--- src/rtl/clksw_pkg.sv ---
package clksw_pkg;
  typedef enum logic [1:0] {
    CS_MAIN = 2'd0,
    CS_STAB = 2'd1,
    CS_PLL  = 2'd2,
    CS_RET  = 2'd3
  } csw_state_e;
endpackage

--- src/rtl/clksw_ctrl_reg.sv ---
module clksw_ctrl_reg #(
  parameter int MULT_W = 2
) (
  input  logic              clk,
  input  logic              rst,
  input  logic              wr_en,
  input  logic              wr_sel,
  input  logic [MULT_W-1:0] wr_mult,
  input  logic              force_main,
  output logic              sel_q,
  output logic [MULT_W-1:0] code_q
);
  always_ff @(posedge clk) begin
    if (rst) begin
      sel_q  <= 1'b1;
      code_q <= '0;
    end else begin
      if (force_main)  sel_q <= 1'b1;
      else if (wr_en)  sel_q <= wr_sel;
      if (wr_en)       code_q <= wr_mult;
    end
  end


  force_main_chk: assert property (@(posedge clk) disable iff (rst)
    force_main |=> sel_q);
endmodule

--- src/rtl/clksw_stab_timer.sv ---
module clksw_stab_timer #(
  parameter int STAB_CYCLES = 16
) (
  input  logic clk,
  input  logic rst,
  input  logic run,
  output logic done
);
  localparam int CNT_W = $clog2(STAB_CYCLES + 1);
  localparam logic [CNT_W-1:0] LAST = CNT_W'(STAB_CYCLES - 1);

  logic [CNT_W-1:0] cnt_q;

  always_ff @(posedge clk) begin
    if (rst || !run) cnt_q <= '0;
    else if (cnt_q != LAST) cnt_q <= cnt_q + 1'b1;
  end

  assign done = run && (cnt_q == LAST);
endmodule

--- src/rtl/clksw_fsm.sv ---
module clksw_fsm
  import clksw_pkg::*;
#(
  parameter int MULT_W = 2
) (
  input  logic              clk,
  input  logic              rst,
  input  logic              sel_req,
  input  logic              stab_done,
  input  logic              sync_stb,
  input  logic [MULT_W-1:0] code,
  output logic              stab_run,
  output logic              ret_pend,
  output logic              pll_sel,
  output logic [MULT_W-1:0] act_mult
);
  csw_state_e state_q, state_d;

  always_comb begin
    state_d = state_q;
    unique case (state_q)
      CS_MAIN: if (!sel_req) state_d = CS_STAB;
      CS_STAB: begin
        if (sel_req)        state_d = CS_MAIN;
        else if (stab_done) state_d = CS_PLL;
      end
      CS_PLL:  if (sel_req)  state_d = CS_RET;
      CS_RET:  if (sync_stb) state_d = CS_MAIN;
      default: state_d = CS_MAIN;
    endcase
  end

  always_ff @(posedge clk) begin
    if (rst) begin
      state_q  <= CS_MAIN;
      pll_sel  <= 1'b0;
      act_mult <= '0;
    end else begin
      state_q <= state_d;
      pll_sel <= (state_d == CS_PLL) || (state_d == CS_RET);
      if (state_q == CS_STAB && state_d == CS_PLL) act_mult <= code;
    end
  end

  assign stab_run = (state_q == CS_STAB);
  assign ret_pend = (state_q == CS_RET);


  pll_rise_chk: assert property (@(posedge clk) disable iff (rst)
    $rose(pll_sel) |-> $past(stab_done));

  pll_fall_chk: assert property (@(posedge clk) disable iff (rst)
    $fell(pll_sel) |-> $past(sync_stb));

  ret_hold_chk: assert property (@(posedge clk) disable iff (rst)
    (state_q == CS_RET && !sync_stb) |=> pll_sel);

  abort_chk: assert property (@(posedge clk) disable iff (rst)
    (state_q == CS_STAB && sel_req) |=> (state_q == CS_MAIN && !pll_sel));

  wait_hold_chk: assert property (@(posedge clk) disable iff (rst)
    (state_q == CS_STAB && !sel_req && !stab_done) |=> (state_q == CS_STAB && !pll_sel));

  act_hold_chk: assert property (@(posedge clk) disable iff (rst)
    (state_q == CS_PLL || state_q == CS_RET) |=> $stable(act_mult));
endmodule

--- src/rtl/clk_src_switch.sv ---
module clk_src_switch #(
  parameter int STAB_CYCLES = 16,
  parameter int MULT_W      = 2
) (
  input  logic              clk,
  input  logic              rst,
  input  logic              wr_en_i,
  input  logic              wr_sel_i,
  input  logic [MULT_W-1:0] wr_mult_i,
  input  logic              wr_ind_i,
  input  logic              standby_rst_i,
  input  logic              wdt_rst_i,
  input  logic              sync_stb_i,
  output logic              clk_sel_pll_o,
  output logic [MULT_W-1:0] act_mult_o,
  output logic              ind_o,
  output logic              sel_o,
  output logic [MULT_W-1:0] mult_code_o
);
  logic              sel_q;
  logic [MULT_W-1:0] code_q;
  logic              stab_run, stab_done, ret_pend, pll_sel;

  clksw_ctrl_reg #(.MULT_W(MULT_W)) u_reg (
    .clk        (clk),
    .rst        (rst),
    .wr_en      (wr_en_i),
    .wr_sel     (wr_sel_i),
    .wr_mult    (wr_mult_i),
    .force_main (standby_rst_i | wdt_rst_i),
    .sel_q      (sel_q),
    .code_q     (code_q)
  );

  clksw_stab_timer #(.STAB_CYCLES(STAB_CYCLES)) u_timer (
    .clk  (clk),
    .rst  (rst),
    .run  (stab_run),
    .done (stab_done)
  );

  clksw_fsm #(.MULT_W(MULT_W)) u_fsm (
    .clk       (clk),
    .rst       (rst),
    .sel_req   (sel_q),
    .stab_done (stab_done),
    .sync_stb  (sync_stb_i),
    .code      (code_q),
    .stab_run  (stab_run),
    .ret_pend  (ret_pend),
    .pll_sel   (pll_sel),
    .act_mult  (act_mult_o)
  );

  assign clk_sel_pll_o = pll_sel;
  assign ind_o         = ~pll_sel;
  assign sel_o         = sel_q;
  assign mult_code_o   = code_q;


  ind_ro_chk: assert property (@(posedge clk) disable iff (rst)
    (wr_en_i && (wr_ind_i != ind_o) && !stab_done && !(ret_pend && sync_stb_i))
      |=> (ind_o == $past(ind_o)));
endmodule

--- config.mk ---
export PLATFORM = sky130hd
export DESIGN_NAME = clk_src_switch
export DESIGN_NICKNAME = d
export VERILOG_FILES = /design/src/rtl/clksw_pkg.sv /design/src/rtl/clksw_ctrl_reg.sv /design/src/rtl/clksw_stab_timer.sv /design/src/rtl/clksw_fsm.sv /design/src/rtl/clk_src_switch.sv
export SDC_FILE = /design/constraint.sdc
export NUM_CORES = 1
export LEC_CHECK = 0
export ABC_CLOCK_PERIOD_IN_PS = 4600
export BUFFER_PORTS_ARGS = -buffer_cell sky130_fd_sc_hd__buf_2
export CORE_MARGIN = 1
export CORE_UTILIZATION = 30
export CTS_CLUSTER_SIZE = 24
export DETAILED_ROUTE_END_ITERATION = 8
export PLACE_DENSITY_LB_ADDON = 0.05
export SYNTH_ARGS = -nofsm -noshare
export SYNTH_HDL_FRONTEND = slang
export SYNTH_SLANG_ARGS = --single-unit
--- constraint.sdc ---
create_clock -name clk -period 4.6 [get_ports clk]
set_input_delay 0.23 -clock clk [delete_from_list [all_inputs] [get_ports clk]]
set_output_delay 0.23 -clock clk [all_outputs]
set_load 0.005 [all_outputs]
==> results.md, run 1 <==
* Worst setup endpoint: u_fsm.act_mult[1]
* Comb pwr share at 4.5%
* Met1 GRT Util at 14.62%
* Antenna viol nets, final at 0
* Seq/Total Area, Yosys at 47.41%
* R2R Setup Slk at 2.93 ns
* Total track usage at 10.37%
* Final setup viols at 0
* Global route hottest layer: met1
* Fill cells at 170
* Reg2reg path depth at 6
* Sequential share of power at 54.0%
* Cell-internal power at 0.1582 mW
* Pwr dens at 315.7 mW/mm2
* Syn nets at 64
* Post-synth top area share at 47.41%
* Grt total ovfl at 0
* Post-Synthesis Cells at 52
* CP endpoint kind: flip-flop
* MaxCap Viol Count at 0
* Layout Skew at 0.005655 ns
* Final Max Slew Viols at 0
* PortBufs at 15
* Post-synth top flop: dfxtp_1
* Status: completed
* Placed Area at 586.8 um2
* Critical path data arrival time at 1.83 ns
* Clk root buf: clkbuf_4
* Post-route cell area at 623.1 um2
* ANT cells at 0
* Yosys Warn Count at 0
* Synthesized cell area at 506.7 um2
* Final period util at 36.39%
* Initial core utilization at 32.87%
* Final min period at 1.674 ns
* RSZ-0062 raised after global routing: no
* Latest clock arrival within the worst-skew pair at 0.27 ns
* F_max at 597.5 MHz
* DRT Pass-1 Iters at 2
* Post-cts resize count at 0
* Setup bufs post-CTS at 0
* Synth Register Bits at 12
* Asr flop ratio synth at 0%
* M3 GR Usage at 7.660%
* Drt total wl at 870 um
* Fin nets at 82
* Yosys cell types at 18
* Count of hold-fix buffers inserted at cts at 0
* Final hold violation count at 0
* Avg Cell Area, Syn at 9.745 um2
* Die Ht at 43.10 um
* Leakage at 0.2764 nW
* Pre-CTS setup slack at 2.926 ns
* I/O pin cnt at 17
* Starting DRT DRC Count at 1
* CTS clk-pin slew, worst paths at 0.08 ns
* Via count at 392
* Critical path launch point type: flip-flop
* P&R area growth vs syn at 22.96%
* Core ar. at 0.001541 mm2
* Die area at 0.001858 mm2
* CP startpoint: u_timer.cnt_q[0]
* Synth top area cells: dfxtp_1 (47%), mux2i_1 (12%), nor2_1 (8.1%)
* Layout cells sized above 1 at 30.43%
* WS Path Type: reg -> reg
* DR DRC count at 0
* Switch share at 19.56%
* Num CTS Buffers at 3
* Clock tree from TritonCTS: yes
* First-pass GRT wire length at 1386 um
* VDD IR-drop max at 0.0001625 V
* Worst r2r src: u_timer.cnt_q[0]
* Vias in the first global route at 330
* Required @ worst endpoint at 4.76 ns
* Slew @ Worst Pin at 0.2956 ns
* Worst Slack Setup Final at 2.926 ns
* Pwr Total at 0.1967 mW
* Clock group share of total power at 41.5%
* Sw Pwr at 0.03848 mW
* # rows at 14
* Avg Vias per Cell at 4.612
* Slew margin rel. at 80.29%
* Yosys top cell by area: dfxtp_1
* Hold Path Class: in -> reg
* Clk buf depth at 2
* Top cells by count, synth: dfxtp_1 (12), nor2_1 (11), mux2i_1 (6)
* Top-count cell post-synth: dfxtp_1
* Worst-path fanout max at 8
* DR WL/cell at 10.24 um
* Clock sinks at 12
* RePlAce Congestion at 0.6575
* Setup TNS at 0 ns
* Number of flops mapped to enable cells by yosys at 0
* H-tree depth at 1
* Largest net degree at the start of global routing at 9
* FF-to-FF End: u_fsm.act_mult[1]
* Grt met2 use at 13.43%
* Initial antenna violation count at 0
* Die Wd at 43.10 um
flip-flops by register name, indices dropped and copies added (netlist names):
name	count
u_reg.sel_q	1
u_reg.code_q	2
u_fsm.pll_sel	1
u_timer.cnt_q	5
u_fsm.act_mult	2
u_fsm.state_q	1
cell type report:
class,count,area [um2],share of cell area (%)
Multi-Input combinational cell,36,244.0,39.16
Sequential cell,12,240.2,38.55
Timing Repair Buffer,15,75.07,12.05
Clock buffer,4,36.28,5.823
Tap cell,16,20.02,3.213
Inverter,2,7.507,1.205
power groups by stage:
stage / Sequential (mW) / Clock, mW / Combinational (mW)
floorplan: 0.109 / 0 / 0.00361
global placement: 0.109 / 0 / 0.00892
detailed placement: 0.109 / 0 / 0.00903
CTS: 0.106 / 0.0857 / 0.00905
global route: 0.106 / 0.0917 / 0.00985
finish: 0.106 / 0.0816 / 0.00886
through the flow:
step | hold slack, ns | std cells | utilization, %
2_1_floorplan | 0.3333 | 52 | -
3_3_place_gp | 0.4306 | 81 | 38.07
3_5_place_dp | 0.4333 | 81 | 38.07
4_1_cts | 0.1433 | 85 | 40.42
5_1_grt | 0.1639 | 85 | 40.42
6_report | 0.1522 | 85 | 40.42
metal layers:
metal	wire length (um)	part of all wire, %
met1	433	50
met4	0	0
met5	0	0
met3	63	7.2
met2	373	43
cell families (layout without fill, tap and decap cells):
| kind of cell | Yosys count | count (layout) | share of synthesized area [%] |
|---|---|---|---|
| adder cells (fa/ha/maj) | 2 | 2 | 4.937 |
| flip-flops | 12 | 12 | 47.41 |
| XOR/XNOR | 3 | 3 | 5.186 |
| multiplexers | 6 | 6 | 11.85 |
| AO/OA/AOI/OAI | 5 | 5 | 5.433 |
| buffers and inverters | 4 | 21 | 4.444 |
| AND/OR/NAND/NOR | 20 | 20 | 20.74 |
how the worst min path moves through the flow:
stage | from | end | cells after the start
after global routing | standby_rst_i | u_reg.sel_q | 3
after floorplan | standby_rst_i | u_reg.sel_q | 2
after global placement | standby_rst_i | u_reg.sel_q | 3
after CTS | standby_rst_i | u_reg.sel_q | 3
final | standby_rst_i | u_reg.sel_q | 3
after detailed placement | standby_rst_i | u_reg.sel_q | 3
worst max-delay path, stage by stage (launching register included):
cell	delay (ns)
dfxtp_1	0.37
ha_1	0.18
and3_1	0.16
ha_1	0.32
and4bb_4	0.31
mux2i_1	0.18
nor2_1	0.05
layout by cell type (no fill, tap or decap), drive strengths merged, types with 2 or more instances in the layout:
master,synthesis,routed
dfxtp,12,12
xor2,2,2
ha,2,2
nor2,11,11
mux2i,6,6
nand2,3,3
inv,2,2
a21oi,4,4
buf,1,15
clkbuf,1,4
(Power assumes the default switching activity.)
==> run 2, diff against run 1 <==
--- a/config.mk
+++ b/config.mk
@@ -5,7 +5,7 @@
 export SDC_FILE = /design/constraint.sdc
 export NUM_CORES = 1
 export LEC_CHECK = 0
-export ABC_CLOCK_PERIOD_IN_PS = 4600
+export ABC_CLOCK_PERIOD_IN_PS = 1400
 export BUFFER_PORTS_ARGS = -buffer_cell sky130_fd_sc_hd__buf_2
 export CORE_MARGIN = 1
 export CORE_UTILIZATION = 30
==> constraint.sdc (replaced) <==
create_clock -name clk -period 1.4 [get_ports clk]
set_input_delay 0.07 -clock clk [delete_from_list [all_inputs] [get_ports clk]]
set_output_delay 0.07 -clock clk [all_outputs]
set_load 0.005 [all_outputs]
==> run 2 against run 1 <==
The run now ends with negative setup slack left. Register-to-register slack lost 3.0 ns. Total power rose to 3.4 times the previous value. Worst setup slack worse by 3.0 ns. Fmax increased by 17%. Core utilization is 9.9 points higher. Final cell count increased by 15%. Count of clock-buffer cells in the layout stayed put. Sequential share of layout area shrank 7.3 points. Clock skew is essentially flat. Hold slack got worse by 0.12 ns. Wire length up 19%. Global-route usage grew 2.2 points.
==> results.md, run 2 (synthesis results as in run 1) <==
* Latest clock arrival within the worst-skew pair at 0.27 ns (about the same)
* Pre-CTS setup slack at -0.06940 ns (was 2.926 ns)
* MaxCap Viol Count at 0 (unchanged)
* # rows at 14 (unchanged)
* Fin nets at 95 (was 82)
* DR DRC count at 0 (unchanged)
* Crit-path leading delay family: simple AND/OR/NAND/NOR gates (unchanged)
* Slowest stage cell, crit path: dfxtp_2 (was dfxtp_1)
* Critical path data arrival time at 1.61 ns (was 1.83 ns)
* Worst-path fanout max at 7 (was 8)
* Clock sinks at 12 (unchanged)
* Num CTS Buffers at 3 (unchanged)
* Slew margin rel. at 84.02% (was 80.29%)
* Buf/Inv on CP at 0 (unchanged)
* Final period util at 102.6% (was 36.39%)
* Reg2reg path depth at 6 (unchanged)
* Initial core utilization at 32.87% (unchanged)
* WS Path Type: reg -> reg (unchanged)
* Die area at 0.001858 mm2 (unchanged)
* Required @ worst endpoint at 1.57 ns (was 4.76 ns)
* Fin cells at 98 (was 85)
* VDD IR-drop max at 0.0004801 V (was 0.0001625 V)
* Slew @ Worst Pin at 0.2390 ns (was 0.2956 ns)
* Final setup viols at 2 (was 0)
* Clk root buf: clkbuf_4 (unchanged)
* P&R area growth vs syn at 53.09% (was 22.96%)
* Failing checks: negative setup slack
* Pwr Total at 0.6651 mW (was 0.1967 mW)
* Grt total ovfl at 0 (unchanged)
* Initial antenna violation count at 0 (unchanged)
* Status: finished with violations (was completed)
* Clock tree from TritonCTS: yes (unchanged)
* Most frequent cells in the layout: buf_2 (15), nor2_1 (11), buf_4 (10), dfxtp_1 (10), mux2i_1 (6) (was buf_2 (15), dfxtp_1 (12), nor2_1 (11), mux2i_1 (6), a21oi_1 (4))
* PortBufs at 15 (unchanged)
* Most common cell after layout, fill and taps aside: buf_2 (unchanged)
* CP endpoint kind: flip-flop (unchanged)
* Layout cells sized above 1 at 46.34% (was 30.43%)
* Leakage at 0.3427 nW (was 0.2764 nW)
* Hold Path Depth at 3 (unchanged)
* Leading registers by flop count: u_timer.cnt_q (5), u_fsm.act_mult (2), u_reg.code_q (2) (unchanged)
* I/O pin cnt at 17 (unchanged)
* Setup TNS at -0.07046 ns (was 0 ns)
* Starting DRT DRC Count at 3 (was 1)
* Avg Vias per Cell at 4.602 (was 4.612)
* Worst Slack Setup Final at -0.03612 ns (was 2.926 ns)
* Largest net degree at the start of global routing at 9 (unchanged)
* Pwr dens at 857.4 mW/mm2 (was 315.7 mW/mm2)
* Via count at 451 (was 392)
* Most frequent cell on the critical path: ha_4 (was ha_1)
* Crit path depth at 6 (unchanged)
* Final min period at 1.436 ns (was 1.674 ns)
* Biggest register: u_timer.cnt_q (unchanged)
* Hold Path Class: in -> reg (unchanged)
* Layout Skew at 0.005392 ns (was 0.005655 ns)
* Area of the multi-input gates at 289.0 um2 (was 244.0 um2)
* Core ar. at 0.001541 mm2 (unchanged)
* CTS clk-pin slew, worst paths at 0.08 ns (about the same)
* Drt total wl at 1035 um (was 870 um)
* Worst-path cell chain: ha_4 -> and3_4 -> ha_4 -> and4bb_4 -> mux2i_1 -> nor2_1 (was ha_1 -> and3_1 -> ha_1 -> and4bb_4 -> mux2i_1 -> nor2_1)
* Final hold violation count at 0 (unchanged)
* Detailed Place HPWL at 697.9 um
* Total track usage at 12.55% (was 10.37%)
* FF/Latch Area at 242.7 um2 (was 240.2 um2)
* Critical path launch point type: flip-flop (unchanged)
* Max reg flops at 5 (unchanged)
* Clk buf depth at 2 (unchanged)
* Final Max Slew Viols at 0 (unchanged)
* Die Ht at 43.10 um (unchanged)
* Vias in the first global route at 410 (was 330)
* Fill cells at 148 (was 170)
* Antenna viol nets, final at 0 (unchanged)
* First-pass GRT wire length at 1711 um (was 1386 um)
* Die Wd at 43.10 um (unchanged)
* ANT cells at 0 (unchanged)
* Max incr delay on CP at 0.36 ns (was 0.37 ns)
* # placed instances at 87 (was 81)
* RePlAce Congestion at 0.6840 (was 0.6575)
* DRT Pass-1 Iters at 2 (unchanged)
* DR WL/cell at 10.56 um (was 10.24 um)
* H-tree depth at 1 (unchanged)
* RSZ-0062 raised after global routing: yes (was no)
* F_max at 696.3 MHz (was 597.5 MHz)
run 2: cell types whose count changed in the layout (fill, tap and decap cells not counted), moves of 2 or more:
cell	previous run	this run
buf_4	0	10
dlygate4sd3_1	0	3
dfxtp_1	12	10
dfxtp_2	0	2
ha_1	2	0
ha_4	0	2
run 2: final cells by class:
class	count	area share [%]
well taps	16	2.581
flip-flops and latches	12	31.29
repair buffers	28	23.23
clock buffers	4	4.677
multi-input cells	36	37.26
inverters	2	0.9677
run 2: worst min-delay path, stage by stage:
cell     delay (ns)
buf_2          0.07
mux2i_1        0.06
nor2_1         0.07
run 2: repair_timing:
action	in CTS	in global routing
endpoints found under the hold margin	1	0
gates cloned	0	0
endpoints found under the setup margin	2	5
resized for setup	0	2
hold buffers	3	0
pin swaps	3	0
buffers inserted	3	1
run 2: path summary, 6_finish.rpt:
kind | start | to | slack, ns
worst min-delay path | wr_mult_i[0] | u_reg.code_q[0] | 0.03
worst min register to register | u_timer.cnt_q[4] | u_timer.cnt_q[4] | 0.49
worst max-delay path | u_timer.cnt_q[0] | u_fsm.act_mult[0] | -0.04
worst max register to register | u_timer.cnt_q[0] | u_fsm.act_mult[0] | -0.04
run 2: stage by stage:
stage	hold WS [ns]	utilization [%]	cell area (um2)
2_1_floorplan	0.1733	-	539.3
3_3_place_gp	0.2641	43.10	664.4
6_report	0.03016	50.32	775.7
5_1_grt	0.05113	50.32	775.7
3_5_place_dp	0.2663	43.10	664.4
4_1_cts	0.02403	48.86	753.2
run 2: per-layer routing:
metal	wire [um]	vias to the layer above	part of all wire, %	GRT usage [%]
met2	470	8	45	18.21
met3	55	0	5.3	6.809
met5	0	-	0	0
met4	0	0	0	4.242
li1	-	234	-	-
met1	509	209	49	15.71
run 2: where the power goes:
part,switching [mW],internal [mW],leakage (nW)
combinational,0.0137,0.0221,0.224
clock,0.122,0.158,0.0210
sequential,0.00344,0.345,0.0982
total,0.140,0.526,0.343
==> run 3, diff against run 2 <==
--- a/config.mk
+++ b/config.mk
@@ -5,10 +5,12 @@
 export SDC_FILE = /design/constraint.sdc
 export NUM_CORES = 1
 export LEC_CHECK = 0
-export ABC_CLOCK_PERIOD_IN_PS = 1400
+export ABC_CLOCK_PERIOD_IN_PS = 1250
 export BUFFER_PORTS_ARGS = -buffer_cell sky130_fd_sc_hd__buf_2
+export CELL_PAD_IN_SITES_DETAIL_PLACEMENT = 2
+export CELL_PAD_IN_SITES_GLOBAL_PLACEMENT = 2
 export CORE_MARGIN = 1
-export CORE_UTILIZATION = 30
+export CORE_UTILIZATION = 24
 export CTS_CLUSTER_SIZE = 24
 export DETAILED_ROUTE_END_ITERATION = 8
 export PLACE_DENSITY_LB_ADDON = 0.05
==> constraint.sdc (replaced) <==
create_clock -name clk -period 1.25 [get_ports clk]
set_input_delay 0.0625 -clock clk [delete_from_list [all_inputs] [get_ports clk]]
set_output_delay 0.0625 -clock clk [all_outputs]
set_load 0.005 [all_outputs]
==> run 3 against run 2 <==
The flow still finishes with violations (negative setup slack). Die area rose by 24%. Final area decreased by 0.16%. Global-route usage is 2.0 points higher. First-iteration DRC count is 67% lower. Clock power is 10% higher. Wire length increased by 35%. Core utilization fell by 11 points. Highest routed layer unchanged.
==> results.md, run 3 (synthesis results as in run 1) <==
* Status: finished with violations (unchanged)
* Failing checks: negative setup slack (unchanged)
* # placed instances at 98 (was 87)
* Clock sinks at 12 (unchanged)
* Fin cells at 106 (was 98)
* Core ar. at 0.001982 mm2 (was 0.001541 mm2)
* Hold Worst Slack at 0.02774 ns (was 0.03016 ns)
* Hold Path Class: in -> reg (unchanged)
* Leading registers by flop count: u_timer.cnt_q (5), u_fsm.act_mult (2), u_reg.code_q (2) (unchanged)
* # rows at 16 (was 14)
* Final hold violation count at 0 (unchanged)
* Detail Route met2 WL at 678 um (was 470 um)
* Biggest register: u_timer.cnt_q (unchanged)
* Starting DRT DRC Count at 1 (was 3)
* Clk root buf: clkbuf_4 (unchanged)
* Detailed Place HPWL at 1023 um (was 697.9 um)
* Pwr Total at 0.7437 mW (was 0.6651 mW)
* Slew @ Worst Pin at 0.2438 ns (was 0.2390 ns)
* Critical path launch point type: flip-flop (unchanged)
* DR DRC count at 0 (unchanged)
* Layout cells sized above 1 at 46.84% (was 46.34%)
* Via count at 463 (was 451)
* Clock tree from TritonCTS: yes (unchanged)
* Critical path data arrival time at 1.59 ns (was 1.61 ns)
* F_max at 701.0 MHz (was 696.3 MHz)
* Num CTS Buffers at 3 (unchanged)
* Final period util at 114.1% (was 102.6%)
* I/O pin cnt at 17 (unchanged)
* Slew margin rel. at 83.70% (was 84.02%)
* Placed Area at 678.2 um2 (was 664.4 um2)
* MaxCap Viol Count at 0 (unchanged)
* First-pass GRT wire length at 2297 um (was 1711 um)
* Die area at 0.002299 mm2 (was 0.001858 mm2)
* Most frequent cells in the layout: buf_2 (15), nor2_1 (10), dfxtp_1 (10), buf_4 (7), mux2i_1 (6) (was buf_2 (15), nor2_1 (11), buf_4 (10), dfxtp_1 (10), mux2i_1 (6))
* DRT met1 WL at 665 um (was 509 um)
* Largest net degree at the start of global routing at 9 (unchanged)
* Fill cells at 222 (was 148)
* Grt total ovfl at 0 (unchanged)
* Pwr dens at 960.2 mW/mm2 (was 857.4 mW/mm2)
* PortBufs at 15 (unchanged)
* Most common cell after layout, fill and taps aside: buf_2 (unchanged)
* Layout Skew at 0.006358 ns (was 0.005392 ns)
* RePlAce Congestion at 0.6550 (was 0.6840)
* Antenna viol nets, final at 0 (unchanged)
* DRT Pass-1 Iters at 2 (unchanged)
* Post-route cell area at 774.5 um2 (was 775.7 um2)
* Latest clock arrival within the worst-skew pair at 0.27 ns (about the same)
* CP endpoint kind: flip-flop (unchanged)
* Required @ worst endpoint at 1.41 ns (was 1.57 ns)
* Clk buf depth at 2 (unchanged)
* ANT cells at 0 (unchanged)
* Final Max Slew Viols at 0 (unchanged)
* RSZ-0062 raised after global routing: yes (unchanged)
* Leakage at 0.3211 nW (was 0.3427 nW)
* Uppermost layer routed: met3 (unchanged)
* P&R area growth vs syn at 52.84% (was 53.09%)
* Max reg flops at 5 (unchanged)
* Avg Vias per Cell at 4.368 (was 4.602)
* Final setup viols at 9 (was 2)
* CTS clk-pin slew, worst paths at 0.08 ns (about the same)
* Drt total wl at 1400 um (was 1035 um)
* Die Wd at 47.95 um (was 43.10 um)
* Worst Slack Setup Final at -0.1766 ns (was -0.03612 ns)
* VDD IR-drop max at 0.0005319 V (was 0.0004801 V)
* Fin nets at 92 (was 95)
* Pre-CTS setup slack at -0.1914 ns (was -0.06940 ns)
* Total track usage at 14.58% (was 12.55%)
* WS Path Type: reg -> reg (unchanged)
* Vias in the first global route at 483 (was 410)
* Worst-path fanout max at 5 (was 7)
* Final min period at 1.427 ns (was 1.436 ns)
* DR WL/cell at 13.21 um (was 10.56 um)
* H-tree depth at 1 (unchanged)
* Initial antenna violation count at 0 (unchanged)
* Die Ht at 47.95 um (was 43.10 um)
* Detail Route met3 WL at 57 um (was 55 um)
* Initial core utilization at 25.57% (was 32.87%)
-- run 3: final timing paths --
path / start / to / slack (ns) / cells past startpoint
hold reg to reg: u_fsm.act_mult[0] / u_fsm.act_mult[0] / 0.51 / 2
hold / removal: wr_mult_i[0] / u_reg.code_q[0] / 0.03 / 3
setup / recovery: u_timer.cnt_q[0] / u_fsm.pll_sel / -0.18 / 7
setup reg to reg: u_timer.cnt_q[0] / u_fsm.pll_sel / -0.18 / 7
-- run 3: per-layer routing --
| metal | GRT usage (%) | vias to the layer above |
|---|---|---|
| li1 | - | 228 |
| met1 | 19.20 | 224 |
| met2 | 22.97 | 11 |
| met3 | 3.774 | 0 |
| met4 | 5.000 | 0 |
| met5 | 0 | - |
-- run 3: per-stage QoR --
stage / setup TNS [ns] / utilization [%]
after global routing: -1.419 / 39.08
after floorplan: -0.8175 / -
final: -0.8529 / 39.08
after global placement: -0.5606 / 34.22
after CTS: -0.9423 / 39.08
after detailed placement: -0.7539 / 34.22
-- run 3: worst max-delay path, stage by stage, from the launching register on --
cell	delay, ns
dfxtp_2	0.34
ha_4	0.15
and3_4	0.18
ha_4	0.16
and4bb_4	0.21
buf_4	0.13
a21oi_2	0.09
nor2_1	0.04
-- run 3: layout make-up --
type                            instances  area [um2]  area share [%]
Inverter                                2       7.507          0.9693
Timing Repair Buffer                   25       157.7           20.36
Multi-Input combinational cell         36       296.5           38.29
Clock buffer                            4       36.28           4.685
Sequential cell                        12       242.7           31.34
Tap cell                               27       33.78           4.362
-- run 3: report_power, final --
| group | internal, mW | switching [mW] |
|---|---|---|
| clock | 0.177 | 0.132 |
| sequential | 0.387 | 0.00401 |
| combinational | 0.0257 | 0.0181 |
| total | 0.589 | 0.154 |
-- run 3: repair_timing --
action	CTS	global route
hold buffers	3	0
gates resized for setup	5	0
setup endpoints to repair	9	9
hold endpoints to repair	1	0
gates cloned	0	0
pin swaps	2	2
buffers inserted	1	0
